`config.mk`:
```
export PLATFORM = sky130hd
export DESIGN_NAME = cfg_loader
export DESIGN_NICKNAME = d
export VERILOG_FILES = /design/src/rtl/cfg_ld_pkg.sv /design/src/rtl/cfg_sync.sv /design/src/rtl/cfg_timer.sv /design/src/rtl/cfg_fsm.sv /design/src/rtl/cfg_loader.sv
export SDC_FILE = /design/constraint.sdc
export NUM_CORES = 1
export LEC_CHECK = 0
export ABC_AREA = 1
export CORE_AREA = 2 2 93 95
export CTS_CLUSTER_DIAMETER = 150
export DETAILED_ROUTE_END_ITERATION = 16
export DIE_AREA = 0 0 95 97
export DONT_BUFFER_PORTS = 1
export SLEW_MARGIN = 25
export SYNTH_ARGS = -nofsm -noshare
export SYNTH_HDL_FRONTEND = slang
export SYNTH_SLANG_ARGS = --single-unit
export TNS_END_PERCENT = 30
```
`constraint.sdc`:
```
create_clock -name clk -period 4.33 [get_ports clk]
set_clock_uncertainty 0.2 [all_clocks]
set_input_delay 0.866 -clock clk [delete_from_list [all_inputs] [get_ports clk]]
set_output_delay 0.866 -clock clk [all_outputs]
set_load 0.03 [all_outputs]
```
`src/rtl/cfg_ld_pkg.sv`:
```
// Package: shared types for the parallel configuration loader.
// Holds the controller state encoding and the abort cause codes.
// Assumes nothing beyond IEEE 1800-2017.
package cfg_ld_pkg;

    // Controller phases, in the order a healthy run walks them.
    typedef enum logic [3:0] {
        ST_IDLE,
        ST_PULSE,
        ST_REL,
        ST_SETTLE,
        ST_LOAD,
        ST_CLK_LO,
        ST_CLK_HI,
        ST_BWAIT,
        ST_DESEL,
        ST_UNWR,
        ST_DWAIT
    } ld_state_t;

    // Abort causes as seen on ld_cause.
    typedef enum logic [2:0] {
        CAUSE_NONE         = 3'd0,
        CAUSE_INIT_ASSERT  = 3'd1,
        CAUSE_INIT_RELEASE = 3'd2,
        CAUSE_LOAD_ERR     = 3'd3,
        CAUSE_BUSY         = 3'd4,
        CAUSE_DONE         = 3'd5
    } ld_cause_t;

    // Number of clock cycles in a span given in microseconds.
    function automatic int unsigned us_to_cyc(int unsigned hz, int unsigned us);
        return (hz / 1_000_000) * us;
    endfunction

    // Number of clock cycles in a span given in nanoseconds, rounded up.
    function automatic int unsigned ns_to_cyc(int unsigned hz, int unsigned ns);
        return ((hz / 1_000_000) * ns + 999) / 1000;
    endfunction

endpackage

```
`src/rtl/cfg_sync.sv`:
```
// Module: multi-bit level synchronizer.
// Each input bit passes through STAGES flip-flops. Assumes the inputs
// are slow levels, so bits may resolve in different cycles.
module cfg_sync #(
    parameter int             W       = 3,
    parameter int             STAGES  = 2,
    parameter logic [W-1:0]   RST_VAL = '0
) (
    input  logic          clk,
    input  logic          rst_n,
    input  logic [W-1:0]  d,
    output logic [W-1:0]  q
);

    logic [W-1:0] stg [STAGES];

    // First stage captures the asynchronous inputs.
    always_ff @(posedge clk) begin
        if (!rst_n) stg[0] <= RST_VAL;
        else        stg[0] <= d;
    end

    // Remaining stages form the resolution chain.
    for (genvar g = 1; g < STAGES; g++) begin : g_stage
        always_ff @(posedge clk) begin
            if (!rst_n) stg[g] <= RST_VAL;
            else        stg[g] <= stg[g-1];
        end
    end

    assign q = stg[STAGES-1];

endmodule

```
`src/rtl/cfg_timer.sv`:
```
// Module: phase timer.
// Counts clock cycles since the last clear and saturates at all-ones.
// The controller clears it on every phase entry and compares the count.
module cfg_timer #(
    parameter int TW = 8
) (
    input  logic          clk,
    input  logic          rst_n,
    input  logic          clr,
    output logic [TW-1:0] cnt
);

    // Saturating up-count, restarted by clr.
    always_ff @(posedge clk) begin
        if (!rst_n)            cnt <= '0;
        else if (clr)          cnt <= '0;
        else if (cnt != '1)    cnt <= cnt + 1'b1;
    end

endmodule

```
`src/rtl/cfg_fsm.sv`:
```
// Module: configuration sequencing controller.
// Walks reset pulse, init handshakes, settle, byte transfer, optional
// busy wait and done check. Aborts on timeout or init error. Pin outputs
// are registered from the next state so they never glitch.
// Assumes init_ok/busy_s/done_s are already synchronized.
module cfg_fsm
    import cfg_ld_pkg::*;
#(
    parameter int          DW          = 8,
    parameter int          TW          = 8,
    parameter int unsigned PROG_CYC    = 30,
    parameter int unsigned INIT_CYC    = 300,
    parameter int unsigned SETTLE_CYC  = 100,
    parameter int unsigned BUSY_CYC    = 100,
    parameter int unsigned DONE_CYC    = 200,
    parameter int unsigned SYNC_CYC    = 2,
    parameter bit          CHECK_BUSY  = 1'b1
) (
    input  logic          clk,
    input  logic          rst_n,
    input  logic          start,
    input  logic [DW-1:0] s_data,
    input  logic          s_valid,
    input  logic          s_last,
    output logic          s_ready,
    input  logic          init_ok,
    input  logic          busy_s,
    input  logic          done_s,
    input  logic [TW-1:0] tcnt,
    output logic          tclr,
    output logic          cfg_rst_n,
    output logic          cfg_clk,
    output logic          cfg_sel_n,
    output logic          cfg_wr_n,
    output logic [DW-1:0] cfg_data,
    output logic          ld_active,
    output logic          ld_ok,
    output logic          ld_err,
    output logic [2:0]    ld_cause
);

    localparam logic [TW-1:0] L_PROG   = TW'(PROG_CYC);
    localparam logic [TW-1:0] L_INIT   = TW'(INIT_CYC);
    localparam logic [TW-1:0] L_SETTLE = TW'(SETTLE_CYC);
    localparam logic [TW-1:0] L_BUSY   = TW'(BUSY_CYC);
    localparam logic [TW-1:0] L_DONE   = TW'(DONE_CYC);
    localparam logic [TW-1:0] L_SYNC   = TW'(SYNC_CYC);

    ld_state_t st, st_n;
    ld_cause_t cause_q, fin_cause;
    logic      fin_ok, fin_err, accept, launch, last_q;

    // Phases in which the target is selected / write-enabled.
    function automatic logic sel_on(ld_state_t s);
        return (s == ST_SETTLE) || (s == ST_LOAD) || (s == ST_CLK_LO) ||
               (s == ST_CLK_HI) || (s == ST_BWAIT);
    endfunction

    function automatic logic wr_on(ld_state_t s);
        return sel_on(s) || (s == ST_DESEL);
    endfunction

    assign s_ready = (st == ST_LOAD) && init_ok;
    assign accept  = s_ready && s_valid;

    // Next-state, timer restart and run-outcome decode.
    always_comb begin
        st_n      = st;
        tclr      = 1'b0;
        fin_ok    = 1'b0;
        fin_err   = 1'b0;
        fin_cause = CAUSE_NONE;
        launch    = 1'b0;
        unique case (st)
            ST_IDLE: begin
                if (start) begin
                    st_n   = ST_PULSE;
                    tclr   = 1'b1;
                    launch = 1'b1;
                end
            end
            ST_PULSE: begin
                if (tcnt >= L_PROG && !init_ok) begin
                    st_n = ST_REL;
                    tclr = 1'b1;
                end else if (tcnt >= L_INIT) begin
                    fin_err   = 1'b1;
                    fin_cause = CAUSE_INIT_ASSERT;
                end
            end
            ST_REL: begin
                if (init_ok && !busy_s) begin
                    st_n = ST_SETTLE;
                    tclr = 1'b1;
                end else if (tcnt >= L_INIT) begin
                    fin_err   = 1'b1;
                    fin_cause = CAUSE_INIT_RELEASE;
                end
            end
            ST_SETTLE: begin
                if (tcnt >= L_SETTLE) st_n = ST_LOAD;
            end
            ST_LOAD: begin
                if (!init_ok) begin
                    fin_err   = 1'b1;
                    fin_cause = CAUSE_LOAD_ERR;
                end else if (s_valid) begin
                    st_n = ST_CLK_LO;
                end
            end
            ST_CLK_LO: st_n = ST_CLK_HI;
            ST_CLK_HI: begin
                if (CHECK_BUSY) begin
                    st_n = ST_BWAIT;
                    tclr = 1'b1;
                end else begin
                    st_n = last_q ? ST_DESEL : ST_LOAD;
                end
            end
            ST_BWAIT: begin
                if (!init_ok) begin
                    fin_err   = 1'b1;
                    fin_cause = CAUSE_LOAD_ERR;
                end else if (tcnt >= L_SYNC && !busy_s) begin
                    st_n = last_q ? ST_DESEL : ST_LOAD;
                end else if (tcnt >= L_BUSY) begin
                    fin_err   = 1'b1;
                    fin_cause = CAUSE_BUSY;
                end
            end
            ST_DESEL: st_n = ST_UNWR;
            ST_UNWR: begin
                st_n = ST_DWAIT;
                tclr = 1'b1;
            end
            ST_DWAIT: begin
                if (done_s && init_ok) begin
                    st_n   = ST_IDLE;
                    fin_ok = 1'b1;
                end else if (tcnt >= L_DONE) begin
                    fin_err   = 1'b1;
                    fin_cause = CAUSE_DONE;
                end
            end
            default: st_n = ST_IDLE;
        endcase
        if (fin_err) st_n = ST_IDLE;
    end

    // State register.
    always_ff @(posedge clk) begin
        if (!rst_n) st <= ST_IDLE;
        else        st <= st_n;
    end

    // Target pins, registered from the next state.
    always_ff @(posedge clk) begin
        if (!rst_n) begin
            cfg_rst_n <= 1'b1;
            cfg_clk   <= 1'b1;
            cfg_sel_n <= 1'b1;
            cfg_wr_n  <= 1'b1;
        end else begin
            cfg_rst_n <= (st_n != ST_PULSE);
            cfg_clk   <= (st_n != ST_CLK_LO);
            cfg_sel_n <= !sel_on(st_n);
            cfg_wr_n  <= !wr_on(st_n);
        end
    end

    // Byte holding register and last-byte marker.
    always_ff @(posedge clk) begin
        if (!rst_n) begin
            cfg_data <= '0;
            last_q   <= 1'b0;
        end else if (accept) begin
            cfg_data <= s_data;
            last_q   <= s_last;
        end
    end

    // Run outcome, held until the next launch.
    always_ff @(posedge clk) begin
        if (!rst_n || launch) begin
            ld_ok   <= 1'b0;
            ld_err  <= 1'b0;
            cause_q <= CAUSE_NONE;
        end else if (fin_ok) begin
            ld_ok   <= 1'b1;
        end else if (fin_err) begin
            ld_err  <= 1'b1;
            cause_q <= fin_cause;
        end
    end

    assign ld_active = (st != ST_IDLE);
    assign ld_cause  = cause_q;

endmodule

```
`src/rtl/cfg_loader.sv`:
```
// Module: parallel configuration loader, top level.
// Converts time-unit parameters to cycle counts, synchronizes the target
// status lines and ties the timer to the sequencing controller.
// Assumes CLK_HZ is a whole number of MHz.
module cfg_loader
    import cfg_ld_pkg::*;
#(
    parameter int unsigned CLK_HZ      = 100_000_000,
    parameter int unsigned PROG_NS     = 300,
    parameter int unsigned INIT_TMO_US = 500_000,
    parameter int unsigned SETTLE_US   = 10_000,
    parameter int unsigned BUSY_TMO_US = 5_000,
    parameter int unsigned DONE_TMO_US = 200_000,
    parameter int          SYNC_STAGES = 2,
    parameter bit          CHECK_BUSY  = 1'b1,
    parameter int          DW          = 8
) (
    input  logic          clk,
    input  logic          rst_n,
    input  logic          start,
    input  logic [DW-1:0] s_data,
    input  logic          s_valid,
    input  logic          s_last,
    output logic          s_ready,
    output logic          cfg_rst_n,
    output logic          cfg_clk,
    output logic          cfg_sel_n,
    output logic          cfg_wr_n,
    output logic [DW-1:0] cfg_data,
    input  logic          cfg_init_n,
    input  logic          cfg_busy,
    input  logic          cfg_done,
    output logic          ld_active,
    output logic          ld_ok,
    output logic          ld_err,
    output logic [2:0]    ld_cause
);

    localparam int unsigned PROG_CYC   = (ns_to_cyc(CLK_HZ, PROG_NS) < 1) ? 1 : ns_to_cyc(CLK_HZ, PROG_NS);
    localparam int unsigned INIT_CYC   = us_to_cyc(CLK_HZ, INIT_TMO_US);
    localparam int unsigned SETTLE_CYC = us_to_cyc(CLK_HZ, SETTLE_US);
    localparam int unsigned BUSY_CYC   = us_to_cyc(CLK_HZ, BUSY_TMO_US);
    localparam int unsigned DONE_CYC   = us_to_cyc(CLK_HZ, DONE_TMO_US);
    localparam int unsigned MAX_A      = (INIT_CYC > DONE_CYC) ? INIT_CYC : DONE_CYC;
    localparam int unsigned MAX_B      = (SETTLE_CYC > BUSY_CYC) ? SETTLE_CYC : BUSY_CYC;
    localparam int unsigned MAX_C      = (PROG_CYC > MAX_B) ? PROG_CYC : MAX_B;
    localparam int unsigned MAX_CYC    = (MAX_A > MAX_C) ? MAX_A : MAX_C;
    localparam int          TW         = $clog2(MAX_CYC + 2);

    logic [2:0]    stat_s;
    logic [TW-1:0] tcnt;
    logic          tclr;

    cfg_sync #(
        .W       (3),
        .STAGES  (SYNC_STAGES),
        .RST_VAL (3'b001)
    ) u_sync (
        .clk   (clk),
        .rst_n (rst_n),
        .d     ({cfg_done, cfg_busy, cfg_init_n}),
        .q     (stat_s)
    );

    cfg_timer #(
        .TW (TW)
    ) u_timer (
        .clk   (clk),
        .rst_n (rst_n),
        .clr   (tclr),
        .cnt   (tcnt)
    );

    cfg_fsm #(
        .DW         (DW),
        .TW         (TW),
        .PROG_CYC   (PROG_CYC),
        .INIT_CYC   (INIT_CYC),
        .SETTLE_CYC (SETTLE_CYC),
        .BUSY_CYC   (BUSY_CYC),
        .DONE_CYC   (DONE_CYC),
        .SYNC_CYC   (SYNC_STAGES),
        .CHECK_BUSY (CHECK_BUSY)
    ) u_fsm (
        .clk       (clk),
        .rst_n     (rst_n),
        .start     (start),
        .s_data    (s_data),
        .s_valid   (s_valid),
        .s_last    (s_last),
        .s_ready   (s_ready),
        .init_ok   (stat_s[0]),
        .busy_s    (stat_s[1]),
        .done_s    (stat_s[2]),
        .tcnt      (tcnt),
        .tclr      (tclr),
        .cfg_rst_n (cfg_rst_n),
        .cfg_clk   (cfg_clk),
        .cfg_sel_n (cfg_sel_n),
        .cfg_wr_n  (cfg_wr_n),
        .cfg_data  (cfg_data),
        .ld_active (ld_active),
        .ld_ok     (ld_ok),
        .ld_err    (ld_err),
        .ld_cause  (ld_cause)
    );

endmodule

```
=== After elaboration in Yosys (flattened, before gate mapping) ===
Memories as Yosys holds them, arrays and structs flattened.
Cells that the tools add are included.

* Register bits: 48
* Latch bits: 0
* RAM bits: 6
* Memory bits (read-only): 0
* Input bits: 16
* Output and inout bits: 19
* Word-level logic and storage cells: 108
* Memories kept: 1

{| class="wikitable"
|+ Memory list
! name !! words !! width !! read ports !! clocked after memory_dff !! write ports !! line !! RTL
|-
| u_sync.stg || 2 || 3 || 2 || 0 || 2 || cfg_sync.sv:15 || <nowiki>logic [W-1:0] stg [STAGES];</nowiki>
|}

* Add/subtract/negate cells: 1
* $mul: 0
* Divide/modulo/power cells: 0
* $lt $le $gt $ge: 6
* Equal/unequal tests: 19
* Shifts and indexed selects: 0
* Mux-type cells: 44
* Bitwise gates (word level): 4
* Reductions and logical operators: 22

{| class="wikitable"
|+ Operators by type and width
! operator !! count
|-
| $mux 4 || 11
|-
| $pmux 4 s11 || 1
|-
| $eq 4x3->1 const B || 8
|-
| $mux 3 || 9
|-
| $add 26x1->26 const B || 1
|-
| $ge 26x19->1 const B || 1
|-
| $ge 26x2->1 const B || 1
|-
| $ge 26x20->1 const B || 1
|-
| $ge 26x25->1 const B || 1
|-
| $ge 26x26->1 const B || 1
|-
| $ge 26x5->1 const B || 1
|-
| $ne 26x26->1 const B || 1
|-
| $mux 1 || 18
|-
| $eq 4x4->1 const B || 4
|-
| $pmux 3 s5 || 1
|-
| $eq 4x2->1 const B || 3
|-
| $logic_and 1x1->1 || 6
|-
| $logic_or 1x1->1 || 6
|-
| $logic_not 1->1 || 5
|-
| $pmux 1 s5 || 1
|-
| $eq 4x1->1 const B || 1
|-
| $logic_not 4->1 || 1
|-
| $mux 2 || 2
|-
| $ne 4x1->1 const B || 1
|-
| 7 further kinds || 10
|}

=== Logic depth before layout (Yosys ltp) ===
Gate-level depths: netlist of the first run.
An unclocked memory read counts as a cell.

* Depth after elaboration: 14
* Mapped depth: 14
* Depth with buffers taken out: 14

=== Modules after synthesis ===
A second synthesis of the first run with hierarchy kept.

* Cells, all modules: 561
* Area, all modules: 3373.2 µm²

{| class="wikitable"
|+ By module, submodules not included
! module !! instances !! cells each !! area an instance (µm²) !! sequential area each (µm²)
|-
| cfg_fsm || 1 || 296 || 1647.8 || 440.4
|-
| cfg_timer || 1 || 247 || 1560.2 || 520.5
|-
| cfg_sync || 1 || 18 || 165.2 || 120.1
|}

=== Worst setup path after synthesis of the first run ===
No wires, ideal clock.

* Kind: reg2out
* Start point: register u_fsm.st[1]
* End point: output s_ready
* Arrival: 1.136 ns
* Required time: 3.264 ns
* Path slack: 2.128 ns
* Cell stages (with the launch flop): 6
* Path buffers: 0
* Cells stage by stage: dfxtp_1 nor2_1 inv_1 nor2_1 inv_1 nor2_1

* Cells in the longest elaborated chain, start to end: 2

{| class="wikitable"
|+ Ends and longest elaborated chain
! what !! line !! RTL
|-
| start, declared || cfg_fsm.sv:49 || <nowiki>ld_state_t st, st_n;</nowiki>
|-
| start signal, assigned || cfg_fsm.sv:153 || <nowiki>else st <= st_n;</nowiki>
|-
| $eq 4x3->1 || cfg_fsm.sv:63 || <nowiki>assign s_ready = (st == ST_LOAD) && init_ok;</nowiki>
|-
| $logic_and 1x1->1 || cfg_fsm.sv:63 ||
|-
| end, declared || cfg_loader.sv:24 || <nowiki>output logic s_ready,</nowiki>
|}

Every way passes these cells.

=== Worst setup path after layout of the first run ===
Same ends and word-level chain as after synthesis.

==> run_results.csv, run 1 <==
group,metric,value,unit
status,status,"finished clean",
floorplanning,die_area,9220,µm²
global_routing,track_usage,17.9,%
cells_and_area,syn_to_final_growth,6.56,%
cells_and_area,final_cells,583,
power_and_ir_drop,switching_share,24.8,%
placement,placedCellCount,575,
cts,clk_latency,0.31,ns
setup_path,cp_num_buf_inv,2,
route,firstDrtPassIters,5,
synth,synth-seq-area-share,35.0,%
route,routedWlPerCell,13.6,µm
route,via_count,3047,
power_and_ir_drop,intPower,0.647,mW
setup_path,slowest_stage,"nor2_1",
route,vias_per_cell,5.23,
floorplanning,core,8130,µm²
setup_path,cp-start-kind,"register",
setup_path,crit_path_end_kind,"primary output",
floorplanning,die_w,95,µm
global_routing,grt_pass1_vias,2850,
synth,syn_nets,493,
setup_path,path_cells,"nor2_1 > inv_1 > nor2_1 > inv_1 > nor2_1",
cells_and_area,antenna_cells,0,
setup_path,crit_fanout,5,
synth,yosys.area.top_type,"dfxtp_1",
placement,place_ws,1.95,ns
synth,synth.distinct_cells,36,
cts,cts_tree,"yes",
cts,clockBufferDepth,2,
synth,synth_top_area_share,35.0,%
synth,synthTopCellsByArea,"dfxtp_1, nand2_1, nor2_1",
min_path,min-delay-path-class,"reg2reg",
global_routing,grt_start_max_net_pins,27,
route,postRouteAntennaNets,0,
placement,io_buffers,0,
placement,dpl.hpwl,6170,µm
power_and_ir_drop,irDropWorstVdd,0.121,mV
route,routed_wl,7960,µm
power_and_ir_drop,power_frac_seq,59.1,%
timing,fin_crit_sh,63.6,%
timing,tightest_slew,0.591,ns
global_routing,grt_overflow_total,0,
cts,cts_max_level,2,
power_and_ir_drop,power_leakage,1.41,nW
power_and_ir_drop,switchingPower,0.213,mW
setup_path,cpMostUsedCell,"nor2_1",
route,drc,0,
floorplanning,io_pins,35,
setup_path,crit_type,"reg2out",
cts,cts-root-buf,"clkbuf_8",
floorplanning,die_h,97,µm
timing,slew_violations,0,
floorplanning,initial_core_util,38.0,%
timing,setup-violations-final,0,
timing,rsz0062_at_grt,"no",
cts,cts_buffers,5,
global_routing,grt_pass1_wl,13300,µm
setup_path,path_delay_family,"simple AND/OR/NAND/NOR gates",
cts,postCtsHoldBufs,0,
power_and_ir_drop,power_frac_comb,4.6,%
floorplanning,row_count,33,
timing,slew_headroom,60.5,%
timing,hold_viol,0,
timing,fin_ws,1.58,ns
cells_and_area,fin_nets,495,
synth,synth_seq_cells,54,
synth,synth_common_cells,"nand2_1, nor2_1, inv_1",
timing,tns,0,ns
route,first_iter_violations,211,
cts,cts_repair_resize_count,0,
cells_and_area,drive_gt1_share,7.74,%
power_and_ir_drop,pwr-share-clk,36.2,%
setup_path,cp.arrival,1.69,ns
cts,post_cts_buffers,0,
cts,clk_pin_slew,0.10,ns
synth,synth_edf_count,0,
setup_path,cp.required,3.26,ns
synth,synth_cells,475,
synth,postSynth.asyncResetShare,0,%
timing,clock.fmax,363,MHz
job,cap_violations,0,
setup_path,critPathMaxStageDelay,0.46,ns
global_routing,antenna_found_initial,0,
placement,gp_congestion,0.913,
timing,period_needed,2.75,ns
synth,synth_most_common_cell,"nand2_1",
synth,syn-cell-area,3090,µm²
cts,clock_sinks,54,
synth,yosysWarnings,0,
synth,syn_avg_cell_area,6.51,µm²
synth,synthFlopType,"dfxtp_1",
power_and_ir_drop,power_density,261,nW/µm²
layer usage:
layer  vias up  routed length, µm  global-route usage, %
li1       1540                  -                      -
met1      1384               3780                   24.0
met4         0                178                   5.13
met2       108               3550                   28.9
met5         -                  0                      0
met3        15                449                   3.50
path summary, 6_finish.rpt:
check,slack [ns],to,cells after the start,from
max,1.58,s_ready,5,u_fsm.st[1]
min,0.22,u_sync.stg[1][1],2,u_sync.stg[0][1]
max reg2reg,2.07,u_timer.cnt[1],9,u_timer.cnt[1]
min reg2reg,0.22,u_sync.stg[1][1],2,u_sync.stg[0][1]
area by class of cell:
cell class                 instances  area, µm²
tap                              105        131
clock inverter                     2       16.3
multi-input combinational        355       1750
inverter                          61        233
sequential                        54       1080
clock buffer                       6       82.6
fill                             835       4840
power by group through the flow:
stage / sequential [mW] / clock [mW] / combinational (mW)
after floorplan: 0.519 / 0 / 0.0357
after CTS: 0.508 / 0.323 / 0.0402
after detailed placement: 0.520 / 0 / 0.0401
after global placement: 0.520 / 0 / 0.0394
final: 0.508 / 0.312 / 0.0400
after global routing: 0.509 / 0.342 / 0.0455
worst reg2reg max path, stage by stage, from the launching register on:
cell,delay [ns]
dfxtp_1,0.44
ha_1,0.18
inv_1,0.07
nor2_4,0.24
nand2_1,0.15
nor4_1,0.19
nand2_1,0.29
clkinv_2,0.23
nand2_2,0.07
a21oi_2,0.13
stage by stage:
step	total power, mW	hold WS, ns	util [%]	cell area, µm²
detailed placement	0.560	0.205	39.3	3190
global route	0.896	0.228	40.5	3290
global placement	0.559	0.201	39.3	3190
floorplan	0.554	0.190	-	3090
CTS	0.872	0.227	40.5	3290
finish	0.860	0.218	40.5	3290
state kept, by name, indices dropped and copies added (netlist names):
signal           count
u_timer.cnt         26
u_sync.stg           6
u_fsm.last_q         1
u_fsm.cfg_wr_n       1
u_fsm.cfg_rst_n      1
u_fsm.cfg_clk        1
u_fsm.ld_err         1
u_fsm.cfg_data       8
u_fsm.ld_ok          1
u_fsm.ld_cause       3
u_fsm.st             4
u_fsm.cfg_sel_n      1
placed cells by master (no fill, tap or decap), drive strengths merged:
| cell | Yosys | final |
|---|---|---|
| ha | 2 | 2 |
| clkinv | 2 | 2 |
| a21oi | 18 | 18 |
| a31oi | 7 | 7 |
| nand3b | 3 | 3 |
| xor2 | 7 | 7 |
| clkinvlp | 0 | 1 |
| xnor2 | 2 | 2 |
| nor4 | 4 | 4 |
| nor2 | 106 | 106 |
| dfxtp | 54 | 54 |
| o21bai | 3 | 3 |
| clkbuf | 3 | 6 |
| inv | 59 | 60 |
| or3 | 1 | 1 |
| nand3 | 32 | 32 |
| nand2 | 106 | 106 |
| or2 | 6 | 6 |
| o21ai | 21 | 21 |
| o31ai | 1 | 1 |
| nand4 | 18 | 18 |
| nor3 | 18 | 18 |
cell families after synthesis:
group / after synthesis / share of synthesized area, %
AO/OA/AOI/OAI: 50 / 9.07
adder cells (fa/ha/maj): 2 / 0.810
XOR/XNOR: 9 / 2.55
AND/OR/NAND/NOR: 294 / 44.2
flip-flops: 54 / 35.0
buffers and inverters: 66 / 8.42
(Power assumes the default switching activity.)
==> run 2, diff against run 1 <==
==> constraint.sdc (replaced) <==
create_clock -name clk -period 2.6 [get_ports clk]
set_clock_uncertainty 0.2 [all_clocks]
set_input_delay 0.52 -clock clk [delete_from_list [all_inputs] [get_ports clk]]
set_output_delay 0.52 -clock clk [all_outputs]
set_load 0.03 [all_outputs]
==> run_results.csv, run 2 (synthesized netlist as in run 1, its figures left out) <==
group,metric,value,unit
floorplanning,die_w,95,µm
min_path,worstHoldStart,"rst_n",
placement,placedCellCount,578,
floorplanning,row_count,33,
route,via_count,3055,
route,firstDrtPassIters,5,
cells_and_area,fillers,862,
floorplanning,die_h,97,µm
cells_and_area,final_util,40.7,%
global_routing,grt_start_max_net_pins,27,
setup_path,ff2ff_setup_slack,0.36,ns
global_routing,grt_overflow_total,0,
setup_path,timing.rr.end,"u_timer.cnt[1]",
cts,post_cts_buffers,0,
cells_and_area,final_common_cell,"nand2_1",
cells_and_area,largest_reg_flops,26,
setup_path,crit_fanout,5,
power_and_ir_drop,switching_share,26.4,%
cts,clk_pin_slew,0.11,ns
setup_path,r2r-start,"u_timer.cnt[1]",
power_and_ir_drop,power_density,434,nW/µm²
route,routed_wl,8040,µm
min_path,hold_path_end,"u_fsm.cfg_wr_n",
timing,fin_crit_sh,86.6,%
cts,cts_repair_resize_count,0,
placement,place_area,3220,µm²
power_and_ir_drop,power_frac_seq,58.8,%
power_and_ir_drop,power_frac_comb,4.7,%
timing,slew_headroom,66.8,%
timing,holdWs,0.0691,ns
setup_path,crit_path_end_kind,"primary output",
global_routing,antenna_found_initial,0,
timing,period_needed,2.25,ns
timing,tightest_slew,0.494,ns
cts,cts_tree,"yes",
setup_path,crit_type,"reg2out",
power_and_ir_drop,power_leakage,1.43,nW
cells_and_area,fin_area,3310,µm²
floorplanning,initial_core_util,38.0,%
global_routing,grt_pass1_wl,13300,µm
power_and_ir_drop,irDropWorstVdd,0.233,mV
timing,hold_viol,0,
timing,rsz0062_at_grt,"no",
cells_and_area,final_cell_mix,"nand2_1, nor2_1, inv_1",
placement,gp_congestion,0.955,
timing,tns,0,ns
power_and_ir_drop,p_total,1.44,mW
timing,setup-violations-final,0,
cells_and_area,fin_nets,498,
setup_path,crit_path_start,"u_fsm.st[1]",
cts,postCtsHoldBufs,0,
cells_and_area,antenna_cells,0,
cells_and_area,reg_top3,"u_timer.cnt (26), u_fsm.cfg_data (8), u_sync.stg (6)",
cells_and_area,final_cells,586,
floorplanning,io_pins,35,
route,routedWlPerCell,13.7,µm
cts,cts-root-buf,"clkbuf_8",
cts,cts_max_level,2,
placement,dpl.hpwl,6260,µm
cells_and_area,syn_to_final_growth,7.25,%
cells_and_area,multiInputGateArea,1750,µm²
setup_path,reg2regPathDepth,9,
global_routing,grt_pass1_vias,2782,
cells_and_area,drive_gt1_share,8.32,%
power_and_ir_drop,pwr-share-clk,36.5,%
cts,clock_sinks,54,
job,cap_violations,0,
placement,io_buffers,0,
timing,fin_ws,0.347,ns
power_and_ir_drop,switchingPower,0.381,mW
floorplanning,core,8130,µm²
cts,cts_buffers,5,
floorplanning,die_area,9220,µm²
timing,slew_violations,0,
min_path,whs_path_depth,1,
route,drc,0,
min_path,min-delay-path-class,"in2reg",
cts,clk_latency,0.32,ns
cts,clockBufferDepth,2,
setup_path,cp.required,1.88,ns
global_routing,track_usage,18.1,%
cells_and_area,largest-register,"u_timer.cnt",
setup_path,cp-start-kind,"register",
route,first_iter_violations,189,
route,vias_per_cell,5.21,
cells_and_area,regArea,1080,µm²
timing,clock.fmax,444,MHz
placement,place_ws,0.374,ns
status,status,"finished clean",
setup_path,cp.arrival,1.53,ns
route,postRouteAntennaNets,0,
power_and_ir_drop,intPower,1.06,mW
run 2: cell count changes in the layout (fill, tap and decap cells not counted):
| cell | delta |
|---|---|
| buf_4 | +3 |
| clkbuf_8 | -1 |
| clkinv_4 | +2 |
| clkinvlp_4 | -1 |
| inv_6 | -1 |
| inv_8 | +1 |
run 2: layout make-up:
cell class | instances | share of cell area, %
multi-input combinational | 355 | 52.8
inverter | 61 | 7.02
clock inverter | 3 | 0.868
timing repair buffer | 3 | 0.680
clock buffer | 5 | 2.08
sequential | 54 | 32.6
tap | 105 | 3.96
run 2: power groups by stage:
stage | clock network, mW | logic (mW) | registers (mW)
after global routing | 0.562 | 0.0762 | 0.848
after global placement | 0 | 0.0669 | 0.866
after floorplan | 0 | 0.0594 | 0.864
final | 0.525 | 0.0671 | 0.846
after detailed placement | 0 | 0.0672 | 0.866
after CTS | 0.537 | 0.0675 | 0.847
run 2: worst max-delay path by stage:
stage / endpoint / slack [ns] / depth (start not counted)
finish: s_ready / 0.35 / 6
global route: u_timer.cnt[19] / 0.09 / 10
CTS: s_ready / 0.34 / 6
detailed placement: u_timer.cnt[19] / 0.37 / 10
global placement: u_timer.cnt[16] / 0.40 / 10
floorplan: u_timer.cnt[13] / 0.70 / 11
run 2: layer usage:
layer / vias up / part of all wire [%] / global-route usage [%]
met5: - / 0 / 0
met4: 0 / 2.2 / 5.80
met3: 15 / 5.5 / 2.96
met2: 104 / 45 / 28.0
met1: 1391 / 47 / 25.3
li1: 1545 / - / -
run 2: worst max-delay path, stage by stage, from the launching register on:
cell     delay, ns
dfxtp_1       0.36
nor2_1        0.20
inv_1         0.08
nor2_1        0.23
inv_1         0.07
nor2_1        0.11
buf_4         0.17
